--- src/rtl/mrd_pkg.sv ---
package mrd_pkg;
  localparam int NUM_RATIOS = 7;
  localparam int CODE_W     = 3;
  localparam logic [CODE_W-1:0] CODE_NONE = 3'd7;

  function automatic int ratio_of(input int idx);
    case (idx)
      0: return 128;
      1: return 192;
      2: return 256;
      3: return 384;
      4: return 512;
      5: return 768;
      default: return 1152;
    endcase
  endfunction

  function automatic logic ratio_allowed(input int idx, input logic dac, input logic osr64);
    int r;
    r = ratio_of(idx);
    if (dac && osr64) return (r <= 192);
    if (dac)          return (r >= 256);
    return (r >= 256) && (r <= 768);
  endfunction
endpackage

--- src/rtl/mrd_sync.sv ---
module mrd_sync #(
  parameter int STAGES = 2
) (
  input  logic clk_i,
  input  logic rst_ni,
  input  logic d_i,
  output logic q_o
);
  logic [STAGES-1:0] chain_q;

  always_ff @(posedge clk_i or negedge rst_ni) begin
    if (!rst_ni) chain_q <= '0;
    else         chain_q <= {chain_q[STAGES-2:0], d_i};
  end

  assign q_o = chain_q[STAGES-1];
endmodule

--- src/rtl/mrd_period_counter.sv ---
module mrd_period_counter #(
  parameter int CNT_W = 11
) (
  input  logic             clk_i,
  input  logic             rst_ni,
  input  logic             edge_i,
  output logic             strobe_o,
  output logic [CNT_W-1:0] period_o
);
  localparam logic [CNT_W-1:0] CNT_MAX = '1;
  localparam logic [CNT_W-1:0] CNT_ONE = CNT_W'(1);

  logic [CNT_W-1:0] cnt_q;

  always_ff @(posedge clk_i or negedge rst_ni) begin
    if (!rst_ni) begin
      cnt_q    <= '0;
      strobe_o <= 1'b0;
      period_o <= '0;
    end else begin
      strobe_o <= 1'b0;
      if (edge_i) begin
        strobe_o <= 1'b1;
        period_o <= (cnt_q == CNT_MAX) ? CNT_MAX : cnt_q + CNT_ONE;
        cnt_q    <= '0;
      end else if (cnt_q == CNT_MAX - CNT_ONE) begin
        strobe_o <= 1'b1;
        period_o <= CNT_MAX;
        cnt_q    <= CNT_MAX;
      end else if (cnt_q != CNT_MAX) begin
        cnt_q <= cnt_q + CNT_ONE;
      end
    end
  end
endmodule

--- src/rtl/mrd_classifier.sv ---
module mrd_classifier
  import mrd_pkg::*;
#(
  parameter int CNT_W = 11,
  parameter int TOL   = 32
) (
  input  logic              [CNT_W-1:0] period_i,
  input  logic                          dac_i,
  input  logic                          osr64_i,
  output logic              [CODE_W-1:0] code_o,
  output logic                           valid_o
);
  logic [NUM_RATIOS-1:0] hit;
  int meas;

  assign meas = int'(period_i);

  for (genvar g = 0; g < NUM_RATIOS; g++) begin : g_window
    localparam int RATIO = ratio_of(g);
    assign hit[g] = ratio_allowed(g, dac_i, osr64_i) &&
                    (meas + TOL >= RATIO) && (meas <= RATIO + TOL);
  end

  always_comb begin
    code_o = CODE_NONE;
    for (int i = NUM_RATIOS - 1; i >= 0; i--) begin
      if (hit[i]) code_o = CODE_W'(i);
    end
  end

  assign valid_o = |hit;
endmodule

--- src/rtl/mclk_ratio_detector.sv ---
module mclk_ratio_detector
  import mrd_pkg::*;
#(
  parameter int CNT_W       = 11,
  parameter int TOL         = 32,
  parameter int SYNC_STAGES = 2
) (
  input  logic              mclk_i,
  input  logic              rst_ni,
  input  logic              frame_clk_i,
  input  logic              path_dac_i,
  input  logic              osr64_i,
  output logic [CODE_W-1:0] ratio_code_o,
  output logic              locked_o,
  output logic              hold_o
);
  logic             frame_s, frame_d;
  logic             rise;
  logic             meas_stb;
  logic [CNT_W-1:0] meas_len;
  logic [CODE_W-1:0] cls_code;
  logic             cls_valid;

  mrd_sync #(.STAGES(SYNC_STAGES)) i_sync (
    .clk_i (mclk_i),
    .rst_ni(rst_ni),
    .d_i   (frame_clk_i),
    .q_o   (frame_s)
  );

  always_ff @(posedge mclk_i or negedge rst_ni) begin
    if (!rst_ni) frame_d <= 1'b0;
    else         frame_d <= frame_s;
  end

  assign rise = frame_s & ~frame_d;

  mrd_period_counter #(.CNT_W(CNT_W)) i_cnt (
    .clk_i   (mclk_i),
    .rst_ni  (rst_ni),
    .edge_i  (rise),
    .strobe_o(meas_stb),
    .period_o(meas_len)
  );

  mrd_classifier #(.CNT_W(CNT_W), .TOL(TOL)) i_cls (
    .period_i(meas_len),
    .dac_i   (path_dac_i),
    .osr64_i (osr64_i),
    .code_o  (cls_code),
    .valid_o (cls_valid)
  );

  always_ff @(posedge mclk_i or negedge rst_ni) begin
    if (!rst_ni) begin
      ratio_code_o <= CODE_NONE;
      locked_o     <= 1'b0;
      hold_o       <= 1'b1;
    end else if (meas_stb) begin
      if (!cls_valid) begin
        ratio_code_o <= CODE_NONE;
        locked_o     <= 1'b0;
        hold_o       <= 1'b1;
      end else begin
        ratio_code_o <= cls_code;
        if (cls_code == ratio_code_o) begin
          locked_o <= 1'b1;
          hold_o   <= 1'b0;
        end else begin
          locked_o <= 1'b0;
        end
      end
    end
  end
endmodule

--- config.mk ---
export PLATFORM = sky130hd
export DESIGN_NAME = mclk_ratio_detector
export DESIGN_NICKNAME = d
export VERILOG_FILES = /design/src/rtl/mrd_pkg.sv /design/src/rtl/mrd_sync.sv /design/src/rtl/mrd_period_counter.sv /design/src/rtl/mrd_classifier.sv /design/src/rtl/mclk_ratio_detector.sv
export SDC_FILE = /design/constraint.sdc
export NUM_CORES = 1
export LEC_CHECK = 0
export BUFFER_PORTS_ARGS = -buffer_cell sky130_fd_sc_hd__buf_2
export CAP_MARGIN = 20
export CELL_PAD_IN_SITES_DETAIL_PLACEMENT = 1
export CELL_PAD_IN_SITES_GLOBAL_PLACEMENT = 1
export CORE_MARGIN = 2
export CORE_UTILIZATION = 53
export CTS_BUF_LIST = sky130_fd_sc_hd__clkbuf_8
export CTS_CLUSTER_DIAMETER = 150
export DETAILED_ROUTE_END_ITERATION = 7
export PLACE_DENSITY = 0.95
export SETUP_SLACK_MARGIN = 0.2
export SYNTH_ARGS = -nofsm -noshare
export SYNTH_HDL_FRONTEND = slang
export SYNTH_SLANG_ARGS = --single-unit
--- constraint.sdc ---
create_clock -name mclk_i -period 4.7 [get_ports mclk_i]
set_input_delay 0 -clock mclk_i [delete_from_list [all_inputs] [get_ports mclk_i]]
set_output_delay 0 -clock mclk_i [all_outputs]
set_load 0.02 [all_outputs]
* Word-level counts from Yosys, hierarchy flattened
Index checks and enable logic that the tools add are counted.
Word-level totals: flip-flop bits (word level) 31, latch bits 0, bits in writable memories 0, bits in read-only memories 0, bits of input ports 5, output and inout bits 5, logic and storage cells 83, memories 0
Cells by class: $add $sub $neg 2, $mul 0, divide/modulo/power cells 0, magnitude comparators 14, equality and inequality tests 5, shift-type cells 0, mux-type cells 33, bitwise logic cells 2, reductions and logical operators 19
Operator list (count):
- $mux 11 | 6
- $ge 32x10->1 const B | 2
- $ge 32x11->1 const B | 2
- $ge 32x9->1 const B | 2
- $ge 32x12->1 const B | 1
- $eq 11x11->1 const B | 2
- $le 11x10->1 const B | 2
- $le 11x8->1 const B | 2
- $le 11x9->1 const B | 2
- $mux 1 | 20
- $logic_and 1x1->1 | 15
- $mux 3 | 5
- $add 11x6->12 const B | 1
- $add 11x1->11 const B | 1
- $le 11x11->1 const B | 1
- $ne 11x11->1 const B | 1
- $reduce_or 7->1 | 1
- $mux 2 | 2
- $eq 3x3->1 | 1
- $reduce_bool 3->1 | 1
- $ne 2x1->1 const B | 1
- $reduce_and 2->1 | 1
- $reduce_bool 2->1 | 1
- $and 1x1->1 | 1
- $not 1->1 | 1

* Depth between registers and ports, before layout
Gate-level depths: netlist of the first run.
depth in word-level cells 17, gate-level depth with buffers 9, depth with buffers taken out 9

* Hierarchy
A second synthesis of the first run with hierarchy kept.
Unflattened totals: cells, all modules 179, area, all modules 1841.8 um^2
By module, submodules not included:
- mrd_period_counter | times used 1, cells each 90, area each 1079.8 um^2, seq. area each 575.6 um^2
- mrd_classifier | times used 1, cells each 61, area each 430.4 um^2, seq. area each 0.0 um^2
- mclk_ratio_detector | times used 1, cells each 26, area each 281.5 um^2, seq. area each 155.1 um^2
- mrd_sync | times used 1, cells each 2, area each 50.0 um^2, seq. area each 50.0 um^2

* Worst setup path after synthesis of the first run
OpenSTA, ideal clock, no wires.
path type flip-flop to flip-flop, start point register i_cnt.period_o[5], end point register hold_o, library setup time 0.082 ns, arrival 2.228 ns, data required time 4.618 ns, path slack 2.390 ns, stages on the path, launching flop included 9, path buffers 0, clock period less this slack 2.310 ns, path through dfrtp_1 > ha_1 > or2_1 > a211o_1 > o22ai_1 > a21oi_1 > nor2_1 > mux2_4 > o31a_1
Between the ends: longest elaborated chain between the ends 14, elaborated cells between the ends (all ways) 41, those cells by class 1 x add/sub; 14 x order compare; 2 x eq/ne; 8 x mux; 16 x reduce/logical
Ends and longest elaborated chain:
- from (decl) | line mrd_period_counter.sv:8 | output logic [CNT_W-1:0] period_o
- from (signal assigned) | line mrd_period_counter.sv:24 | period_o <= (cnt_q == CNT_MAX) ? CNT_MAX : cnt_q + CNT_ONE;
- $add 11x6->12 | line mrd_classifier.sv:21 | (meas + TOL >= RATIO) && (meas <= RATIO + TOL);
- $ge 32x12->1 | line mrd_classifier.sv:21
- $logic_and 1x1->1 | line mrd_classifier.sv:20 | assign hit[g] = ratio_allowed(g, dac_i, osr64_i) &&
- $logic_and 1x1->1 | line mrd_classifier.sv:21
- $mux 1 | line mrd_classifier.sv:27 | if (hit[i]) code_o = CODE_W'(i);
- $mux 2 (2 in series) | line mrd_classifier.sv:27
- $mux 3 (4 in series) | line mrd_classifier.sv:27
- $eq 3x3->1 | line mclk_ratio_detector.sv:66 | if (cls_code == ratio_code_o) begin
- $ne 2x1->1 (no source line)
- $reduce_and 2->1 (no source line)
- to (signal assigned) | line mclk_ratio_detector.sv:58 | hold_o <= 1'b1;
- to (signal assigned) | line mclk_ratio_detector.sv:63 | hold_o <= 1'b1;
- to (signal assigned) | line mclk_ratio_detector.sv:68 | hold_o <= 1'b0;
- to (decl) | line mclk_ratio_detector.sv:15 | output logic hold_o
Parallel ways exist; a longest one is shown, timed or not. A chain may end at the register's enable or synchronous reset.

* Worst setup path in the final report of the first run
start point register i_cnt.period_o[6], end point register hold_o
Same word-level chain as after synthesis.

==> results of run 1 <==
[state kept, by name, summed over array words and instances (netlist names)]
signal          cells
locked_o            1
i_sync.chain_q      2
i_cnt.period_o     11
i_cnt.cnt_q        11
frame_d             1
ratio_code_o        3
i_cnt.strobe_o      1
hold_o              1
[worst max-delay path, cell delays in order (launching register included)]
cell	delay (ns)
dfrtp_1	0.48
inv_1	0.12
ha_1	0.24
and4b_1	0.20
o21ai_0	0.49
o21ai_1	0.14
nor2_1	0.24
mux2_4	0.34
o31a_1	0.29
[logic make-up after synthesis]
kind of cell,count (synthesis),share of synthesized area
and+or+nand+nor,65,0.194
buffers and inverters,17,0.0438
DFF,31,0.427
adders and majority gates,5,0.0342
xor gates and xnor gates,9,0.0431
AOI/OAI and AO/OA,64,0.233
muxes,4,0.0260
[cell usage in the layout (no fill, tap or decap), drive strengths merged, types with 2 or more instances in the layout]
cell type and n:
nor2 17, xor2 7, dfrtp 27, mux2 3, xnor2 2, inv 6
ha 5, a211o 2, nand2b 3, o21ai 11, a31oi 3, dfstp 4
nor2b 4, and2 3, clkbuf 6, or2 2, and3 6, dlygate4sd3 2
buf 10, nor3 3, nand3 8, nand2 8, a211oi 2, or3 3
a31o 2, a21oi 28, nand4 3
[metrics by stage]
step                utilization  std cells
CTS                       0.605        250
detailed placement        0.564        240
floorplan                     -        195
global placement          0.564        240
finish                    0.605        250
global route              0.605        250
[final cells by class]
type,instances,area (um2)
Clock buffer,6,82.6
Clock inverter,2,35.0
Fill cell,384,1320
Inverter,6,22.5
Multi-Input combinational cell,147,968
Sequential cell,31,781
Tap cell,46,57.6
Timing Repair Buffer,12,72.6
[power groups by stage]
stage | clock network, W | logic (W) | registers, W
after global routing | 0.000288 | 0.000227 | 0.000389
after CTS | 0.000275 | 0.000205 | 0.000381
after floorplan | 0 | 0.000146 | 0.000371
after detailed placement | 0 | 0.000196 | 0.000381
final | 0.000274 | 0.000205 | 0.000383
after global placement | 0 | 0.000186 | 0.000374
[per-layer routing]
| layer | part of all wire | global-route usage | vias to the layer above |
|---|---|---|---|
| met5 | 0 | 0 | - |
| met4 | 0.025 | 0.125 | 0 |
| met3 | 0.017 | 0.0414 | 12 |
| met2 | 0.55 | 0.560 | 19 |
| met1 | 0.40 | 0.326 | 820 |
| li1 | - | - | 728 |
[repair_timing]
item	CTS	global route
endpoints found under the hold margin	28	0
resized for setup	0	0
hold buffers	2	0
endpoints found under the setup margin	0	0
[how the worst max path moves through the flow]
| stage | depth (start not counted) | start | endpoint | slack (ns) |
|---|---|---|---|---|
| after detailed placement | 8 | i_cnt.period_o[6]$_DFFE_PN0P_ | hold_o$_DFFE_PN1P_ | 2.17 |
| final | 8 | i_cnt.period_o[6]$_DFFE_PN0P_ | hold_o$_DFFE_PN1P_ | 2.10 |
| after CTS | 9 | i_cnt.period_o[5]$_DFFE_PN0P_ | hold_o$_DFFE_PN1P_ | 2.13 |
| after global routing | 8 | i_cnt.period_o[6]$_DFFE_PN0P_ | hold_o$_DFFE_PN1P_ | 1.93 |
| after global placement | 8 | i_cnt.period_o[5]$_DFFE_PN0P_ | hold_o$_DFFE_PN1P_ | 2.28 |
| after floorplan | 8 | i_cnt.period_o[5]$_DFFE_PN0P_ | hold_o$_DFFE_PN1P_ | 2.39 |
==> results.py, run 1 <==
metrics = {
    "timing": {
        "max_freq_mhz": 384,
        "fin_crit_ns": 2.60,
        "setup-violations-final": 0,
        "relSlewSlack": 0.528,
        "finClkSkew_ns": 0.0138,
        "hold_violations": 0,
        "fin_ws_ns": 2.10,
        "rsz0062_at_grt": "no",
        "fin_hold_ws_ns": 0.317,
        "tightestPinTransition_ns": 0.707,
        "fin_crit_sh": 0.554,
        "finalSetupTns_ns": 0,
        "slew_viol_final": 0,
    },
    "logic_synthesis": {
        "synth_edf_count": 0,
        "synth_common_cells": "a21oi_1, dfrtp_1, nor2_1",
        "netlist_instances": 195,
        "synth_nets": 205,
        "ys_dominant_reg_cell": "dfrtp_1",
        "synth.avg_cell_area_um2": 9.38,
        "yosysTopAreaCell": "dfrtp_1",
        "yosysWarnings": 0,
        "synth.most_common_cell": "a21oi_1",
        "synthesis.area_mm2": 0.00183,
        "synthDominantCellAreaShare": 0.369,
        "ys_top_cells_by_area": "dfrtp_1, a21oi_1, dfstp_2, nor2_1, ha_1",
        "ys_types": 54,
        "async_reset_ff_frac": 1.00,
        "synth-seq-cells": 31,
        "ys_seq_area_frac": 0.427,
    },
    "layout": {
        "nets": 213,
        "syn2layout_area_growth_pct": 10.4,
        "fin_area_mm2": 0.00202,
        "antennaDiodeCount": 0,
        "drive_gt1_frac": 0.167,
    },
    "setup_path": {
        "required_ns": 4.91,
        "timing.rr.end": "hold_o$_DFFE_PN1P_",
        "r2r_cells": 8,
        "cp-end-kind": "flop",
        "worstReg2RegStart": "i_cnt.period_o[6]$_DFFE_PN0P_",
        "rrSetupSlack_ns": 2.10,
        "cp.arrival_ns": 2.82,
        "startpoint_type": "flop",
        "path_class": "flop to flop",
        "crit_fanout": 8,
    },
    "power_and_ir_drop": {
        "leakagePower_nw": 0.848,
        "finalPower_w": 0.000862,
        "p_switching_w": 0.000290,
        "sw_frac_of_total": 0.337,
        "power_density_mw_per_mm2": 427,
        "peakVddDrop_mv": 0.347,
        "power.internal_w": 0.000572,
        "p_comb_frac": 0.237,
        "pwr-share-seq": 0.445,
        "clkPwrFrac": 0.318,
    },
    "cts": {
        "ctsHtreeMaxLevel": 2,
        "clock_path_buffers": 2,
        "cts_tree": "done",
        "clk_latency_ns": 0.28,
        "post-cts-setup-buffers": 0,
        "cts_buffers": 5,
        "clock-sinks": 31,
        "root_buffer": "clkbuf_8",
        "clk_pin_slew_ns": 0.07,
    },
    "floorplan": {
        "die_area_mm2": 0.00394,
        "die_h_um": 62.8,
        "num_io_pins": 10,
        "core_area_mm2": 0.00334,
        "rows": 21,
        "initial_core_util": 0.548,
        "die_w_um": 62.8,
    },
    "drt": {
        "vias": 1579,
        "routed_wl_mm": 5.21,
        "ant_nets": 0,
        "first_iter_violations": 69,
        "drc": 0,
        "via_per_inst": 6.32,
        "wl_per_cell_um": 20.8,
        "dr.pass1.iters": 4,
    },
    "global_routing": {
        "grt_pass1_vias": 1718,
        "grt_overflow": 0,
        "grt_pass1_wl_mm": 8.78,
        "grt_max_degree": 32,
        "antenna_found_initial": 0,
        "track_usage": 0.295,
    },
    "outcome": {
        "outcome": "finished, final reports clean",
    },
    "min_path": {
        "holdCritPathClass": "primary input to asynchronous set/reset pin",
    },
    "flow_run": {
        "maxCapViolations": 0,
    },
    "place": {
        "place_ws_ns": 2.17,
        "finalWeightedCongestion": 0.865,
        "portBuffers": 9,
        "hpwl_mm": 3.31,
        "place_area_mm2": 0.00188,
    },
}
Note: power is estimated with default switching activity, not from simulation.
==> run 2, diff against run 1 <==
Settings changed: CORE_UTILIZATION 53 to 44, PLACE_DENSITY 0.95 to 0.85.
Clock period 4.7 ns to 2.2 ns, I/O delays scaled along.
==> run 2 against run 1 <==
The run now ends with setup timing left; flip-flop and latch count unchanged; cell count up 12%; worst hold slack worse by 0.024 ns; critical path depth up 1; sequential power up 110%; first-iteration DRC count down 43%; die area up 19%; power up 130%; combinational power rose to 3.2 times the previous value; sequential share of layout area down 6.4 points.
==> results.py, run 2 (same netlist as run 1, synthesis figures left out) <==
metrics = {
    "layout": {
        "layout_common_cells": "dfrtp_1, buf_4, a21oi_1, nor2_1, buf_2",
        "postLayoutCoreUtil": 0.607,
        "fin_area_mm2": 0.00243,
        "syn2layout_area_growth_pct": 32.7,
        "fill_cells": 440,
        "regArea_um2": 783,
        "antennaDiodeCount": 0,
        "reg_top3": "i_cnt.cnt_q x11, i_cnt.period_o x11, ratio_code_o x3",
        "multiInputGateArea_mm2": 0.00117,
        "drive_gt1_frac": 0.403,
        "nets": 240,
    },
    "timing": {
        "max_freq_mhz": 443,
        "rsz0062_at_grt": "yes",
        "setup-violations-final": 2,
        "relSlewSlack": 0.540,
        "fin_crit_ns": 2.26,
        "fin_crit_sh": 1.03,
        "slew_viol_final": 0,
        "hold_violations": 0,
        "tightestPinTransition_ns": 0.690,
        "finClkSkew_ns": 0.0150,
        "fin_ws_ns": -0.0577,
        "finalSetupTns_ns": -0.0951,
    },
    "floorplan": {
        "die_w_um": 68.5,
        "initial_core_util": 0.457,
        "rows": 23,
        "die_area_mm2": 0.00469,
        "core_area_mm2": 0.00400,
        "die_h_um": 68.5,
        "num_io_pins": 10,
    },
    "cts": {
        "cts_tree": "done",
        "clock_path_buffers": 2,
        "clk_pin_slew_ns": 0.08,
        "root_buffer": "clkbuf_8",
        "clk_latency_ns": 0.29,
        "clock-sinks": 31,
        "ctsHtreeMaxLevel": 2,
        "cts_buffers": 5,
    },
    "place": {
        "hpwl_mm": 3.63,
        "place_area_mm2": 0.00203,
        "finalWeightedCongestion": 0.887,
        "portBuffers": 9,
        "place_ws_ns": -0.175,
    },
    "setup_path": {
        "timing.rr.end": "hold_o$_DFFE_PN1P_",
        "worstReg2RegStart": "i_cnt.period_o[6]$_DFFE_PN0P_",
        "crit_fanout": 4,
        "r2r_cells": 9,
        "cp_slowest_stage_delay_ns": 0.46,
        "cp.arrival_ns": 2.48,
        "path_delay_family": "compound AO/OA/AOI/OAI gates",
        "path_class": "flop to flop",
        "path_cells": "ha_4 -> buf_6 -> nand3b_1 -> a32oi_2 -> o221ai_2 -> o21ai_2 -> nor2_2 -> mux2_4 -> o31a_1",
        "startpoint_type": "flop",
        "required_ns": 2.42,
        "slowest_stage": "dfrtp_2",
        "crit_end": "hold_o$_DFFE_PN1P_",
        "worstSetupStartpoint": "i_cnt.period_o[6]$_DFFE_PN0P_",
        "cp-end-kind": "flop",
        "path_buf_inv": 1,
        "crit_cells": 9,
        "rrSetupSlack_ns": -0.06,
    },
    "drt": {
        "wl_per_cell_um": 19.3,
        "routed_wl_mm": 5.42,
        "drc": 0,
        "dr.pass1.iters": 4,
        "via_per_inst": 5.91,
        "vias": 1662,
        "ant_nets": 0,
        "first_iter_violations": 39,
    },
    "global_routing": {
        "track_usage": 0.237,
        "grt_max_degree": 32,
        "grt_pass1_wl_mm": 8.16,
        "antenna_found_initial": 0,
        "grt_overflow": 0,
        "grt_pass1_vias": 1738,
    },
    "outcome": {
        "violations": "setup timing",
        "outcome": "finished with violations",
    },
    "min_path": {
        "holdCritPathClass": "primary input to asynchronous set/reset pin",
    },
    "power_and_ir_drop": {
        "power_density_mw_per_mm2": 805,
        "peakVddDrop_mv": 0.530,
        "leakagePower_nw": 0.999,
    },
    "flow_run": {
        "maxCapViolations": 0,
    },
}
[run 2: timing repair]
item | CTS | global route
endpoints found under the hold margin | 28 | 0
setup buffers | 7 | 3
setup endpoints to repair | 11 | 20
hold buffers | 2 | 0
pin swaps | 12 | 13
gates resized for setup | 31 | 14
[run 2: area by class of cell]
type | instances | area share
well taps | 50 | 0.0258
clock inverters | 1 | 0.00309
clock buffers | 7 | 0.0397
flip-flops and latches | 31 | 0.323
multi-input cells | 147 | 0.480
repair buffers | 39 | 0.118
inverters | 6 | 0.0103
[run 2: worst min path at each step]
| stage | from | to | slack (ns) | depth (start not counted) |
|---|---|---|---|---|
| 2_1_floorplan | rst_ni | frame_d$_DFF_PN0_ | -0.30 | 0 |
| 3_3_place_gp | rst_ni | i_cnt.cnt_q[2]$_DFFE_PN0P_ | 0.06 | 1 |
| 3_5_place_dp | rst_ni | i_cnt.cnt_q[3]$_DFFE_PN0P_ | 0.07 | 1 |
| 4_1_cts | rst_ni | i_cnt.period_o[8]$_DFFE_PN0P_ | 0.31 | 2 |
| 5_1_grt | rst_ni | i_cnt.strobe_o$_DFF_PN0_ | 0.37 | 2 |
| 6_report | rst_ni | i_cnt.period_o[7]$_DFFE_PN0P_ | 0.29 | 2 |
[run 2: report_power, final]
| group | total [W] | internal (W) | switching (W) | leakage, nW |
|---|---|---|---|---|
| clock | 0.000496 | 0.000284 | 0.000212 | 0.0505 |
| combinational | 0.000666 | 0.000307 | 0.000358 | 0.569 |
| sequential | 0.000793 | 0.000676 | 0.000117 | 0.379 |
[run 2: routing by layer]
| layer | vias up | global-route usage | part of all wire |
|---|---|---|---|
| met5 | - | 0 | 0 |
| met4 | 0 | 0.133 | 0.030 |
| met3 | 15 | 0.0411 | 0.020 |
| met2 | 26 | 0.416 | 0.53 |
| met1 | 837 | 0.271 | 0.42 |
| li1 | 784 | - | - |
[run 2: metrics by stage]
| step | hold WS (ns) | power [W] | cells |
|---|---|---|---|
| 2_1_floorplan | -0.296 | 0.00111 | 195 |
| 3_3_place_gp | 0.0559 | 0.00126 | 261 |
| 3_5_place_dp | 0.0719 | 0.00131 | 261 |
| 4_1_cts | 0.312 | 0.00189 | 278 |
| 5_1_grt | 0.365 | 0.00205 | 281 |
| 6_report | 0.294 | 0.00195 | 281 |
==> run 3, diff against run 2 <==
Settings changed: BUFFER_PORTS_ARGS -buffer_cell sky130_fd_sc_hd__buf_2 to -buffer_cell sky130_fd_sc_hd__buf_4, PLACE_DENSITY 0.85 to 0.78.
==> run 3 against run 2 <==
The run still ends with setup timing left; sequential power barely moved; final area rose by 1.5%; clock power rose by 16%; count of clock-buffer cells in the layout fell by 1; power rose by 5.1%; sequential share of layout area fell by 0.48 points; worst setup slack improved by 0.015 ns; critical path depth fell by 1; core utilization rose by 0.91 points; routed wire length fell by 0.52%; combinational power rose by 3.2%; non-clock buffer count did not move; critical path type unchanged; largest cell class unchanged; largest power group unchanged.
==> results.py, run 3 (same netlist as run 1, synthesis figures left out) <==
metrics = {
    "outcome": {
        "outcome": "finished with violations",
        "violations": "setup timing",
    },
    "floorplan": {
        "core_area_mm2": 0.00400,
        "rows": 23,
        "die_h_um": 68.5,
        "die_w_um": 68.5,
        "initial_core_util": 0.457,
        "die_area_mm2": 0.00469,
        "num_io_pins": 10,
    },
    "layout": {
        "reg_top3": "i_cnt.cnt_q x11, i_cnt.period_o x11, ratio_code_o x3",
        "nets": 240,
        "drive_gt1_frac": 0.416,
        "postLayoutCoreUtil": 0.616,
        "syn2layout_area_growth_pct": 34.7,
        "layout_common_cells": "buf_4, dfrtp_1, a21oi_1, nor2_1",
        "layout_commonest_cell": "buf_4",
        "fill_cells": 454,
        "regArea_um2": 783,
        "multiInputGateArea_mm2": 0.00118,
        "antennaDiodeCount": 0,
    },
    "timing": {
        "finalSetupTns_ns": -0.0803,
        "relSlewSlack": 0.623,
        "hold_violations": 0,
        "fin_crit_ns": 2.24,
        "slew_viol_final": 0,
        "rsz0062_at_grt": "yes",
        "tightestPinTransition_ns": 0.564,
        "fin_crit_sh": 1.02,
        "finClkSkew_ns": 0.00771,
        "fin_ws_ns": -0.0431,
        "max_freq_mhz": 446,
        "setup-violations-final": 2,
    },
    "global_routing": {
        "grt_max_degree": 32,
        "top_usage_layer": "met2",
        "track_usage": 0.235,
        "grt_overflow": 0,
        "grt_use_met3": 0.0362,
        "grtUsageMet2": 0.450,
        "grt_pass1_wl_mm": 8.08,
        "antenna_found_initial": 0,
        "grt_pass1_vias": 1722,
        "grtUsageMet1": 0.264,
    },
    "min_path": {
        "holdCritPathClass": "primary input to asynchronous set/reset pin",
    },
    "place": {
        "portBuffers": 9,
        "hpwl_mm": 3.53,
        "finalWeightedCongestion": 0.860,
    },
    "drt": {
        "ant_nets": 0,
        "via_per_inst": 5.94,
        "wl_per_cell_um": 19.2,
        "vias": 1670,
        "drc": 0,
        "routed_wl_mm": 5.39,
        "first_iter_violations": 77,
        "dr.pass1.iters": 4,
    },
    "power_and_ir_drop": {
        "leakagePower_nw": 1.01,
        "peakVddDrop_mv": 0.437,
        "power_density_mw_per_mm2": 834,
    },
    "cts": {
        "cts_tree": "done",
        "root_buffer": "clkbuf_8",
        "clock-sinks": 31,
        "clock_path_buffers": 2,
        "clk_latency_ns": 0.28,
        "clk_pin_slew_ns": 0.07,
        "ctsHtreeMaxLevel": 2,
        "cts_buffers": 5,
    },
    "setup_path": {
        "cp.arrival_ns": 2.43,
        "path_class": "flop to flop",
        "path_cells": "buf_4 -> and3_1 -> a21oi_2 -> o21ai_2 -> a311oi_4 -> o21ai_1 -> mux2_4 -> o32ai_2",
        "startpoint_type": "flop",
        "crit_fanout": 6,
        "required_ns": 2.39,
        "cp_slowest_stage_delay_ns": 0.45,
        "slowest_stage": "dfrtp_2",
        "cp-end-kind": "flop",
    },
    "flow_run": {
        "maxCapViolations": 0,
    },
}
## run 3: cell count changes in the layout (fill, tap and decap cells not counted), sizes merged
| cell | delta |
|---|---|
| bufinv | +1 |
| clkbuf | -1 |
| clkinv | +1 |
| clkinvlp | -1 |
## run 3: routing by layer
metal / wire length [um] / vias up
met5: 0 / -
met3: 168 / 16
li1: - / 778
met4: 184 / 0
met1: 2060 / 845
met2: 2980 / 31
## run 3: final cells by class
cell class,count,area share
clock inverters,2,0.0142
inverters,6,0.00914
repair buffers,39,0.121
multi-input cells,147,0.479
well taps,50,0.0254
clock buffers,6,0.0335
flip-flops and latches,31,0.318
## run 3: repair_timing
item / in CTS / in global routing
buffers inserted: 7 / 3
hold endpoints to repair: 32 / 0
resized for setup: 22 / 22
hold buffers: 2 / 0
pin swaps: 6 / 9
endpoints found under the setup margin: 6 / 22
## run 3: worst max-delay path: cells and delay by family, from the launching register on
| family | cells | cell delay, ns |
|---|---|---|
| compound gates | 5 | 1.03 |
| buf+inv | 1 | 0.16 |
| flops | 1 | 0.45 |
| mux | 1 | 0.28 |
| simple gates | 1 | 0.23 |
## run 3: power breakdown
group / internal (W) / total (W) / switching, W
Sequential: 0.000676 / 0.000793 / 0.000117
Combinational: 0.000316 / 0.000687 / 0.000372
Clock: 0.000366 / 0.000575 / 0.000209
Total: 0.00136 / 0.00206 / 0.000698
## run 3: final timing paths
path / cells after the start / slack (ns) / startpoint / end
max in group asynchronous: 2 / 1.69 / rst_ni / ratio_code_o[2]$_DFFE_PN1P_
worst min-delay path: 2 / 0.19 / rst_ni / i_cnt.cnt_q[8]$_DFFE_PN0P_
worst max-delay path: 8 / -0.04 / i_cnt.period_o[5]$_DFFE_PN0P_ / locked_o$_DFFE_PN0P_
worst max register to register: 8 / -0.04 / i_cnt.period_o[5]$_DFFE_PN0P_ / locked_o$_DFFE_PN0P_
min in group mclk_i: 0 / 0.36 / i_sync.chain_q[0]$_DFF_PN0_ / i_sync.chain_q[1]$_DFF_PN0_
worst min register to register: 0 / 0.36 / i_sync.chain_q[0]$_DFF_PN0_ / i_sync.chain_q[1]$_DFF_PN0_
## run 3: stage by stage
stage	setup WS (ns)	std cells	power, W	hold WS (ns)	cell area, um2
final	-0.0431	281	0.00206	0.186	2460
after global routing	-0.104	281	0.00215	0.226	2460
after CTS	-0.0106	278	0.00197	0.196	2330
after detailed placement	-0.111	261	0.00132	-0.0479	2050
after global placement	-0.000979	261	0.00128	-0.0560	2050
after floorplan	0.0389	195	0.00111	-0.296	1840
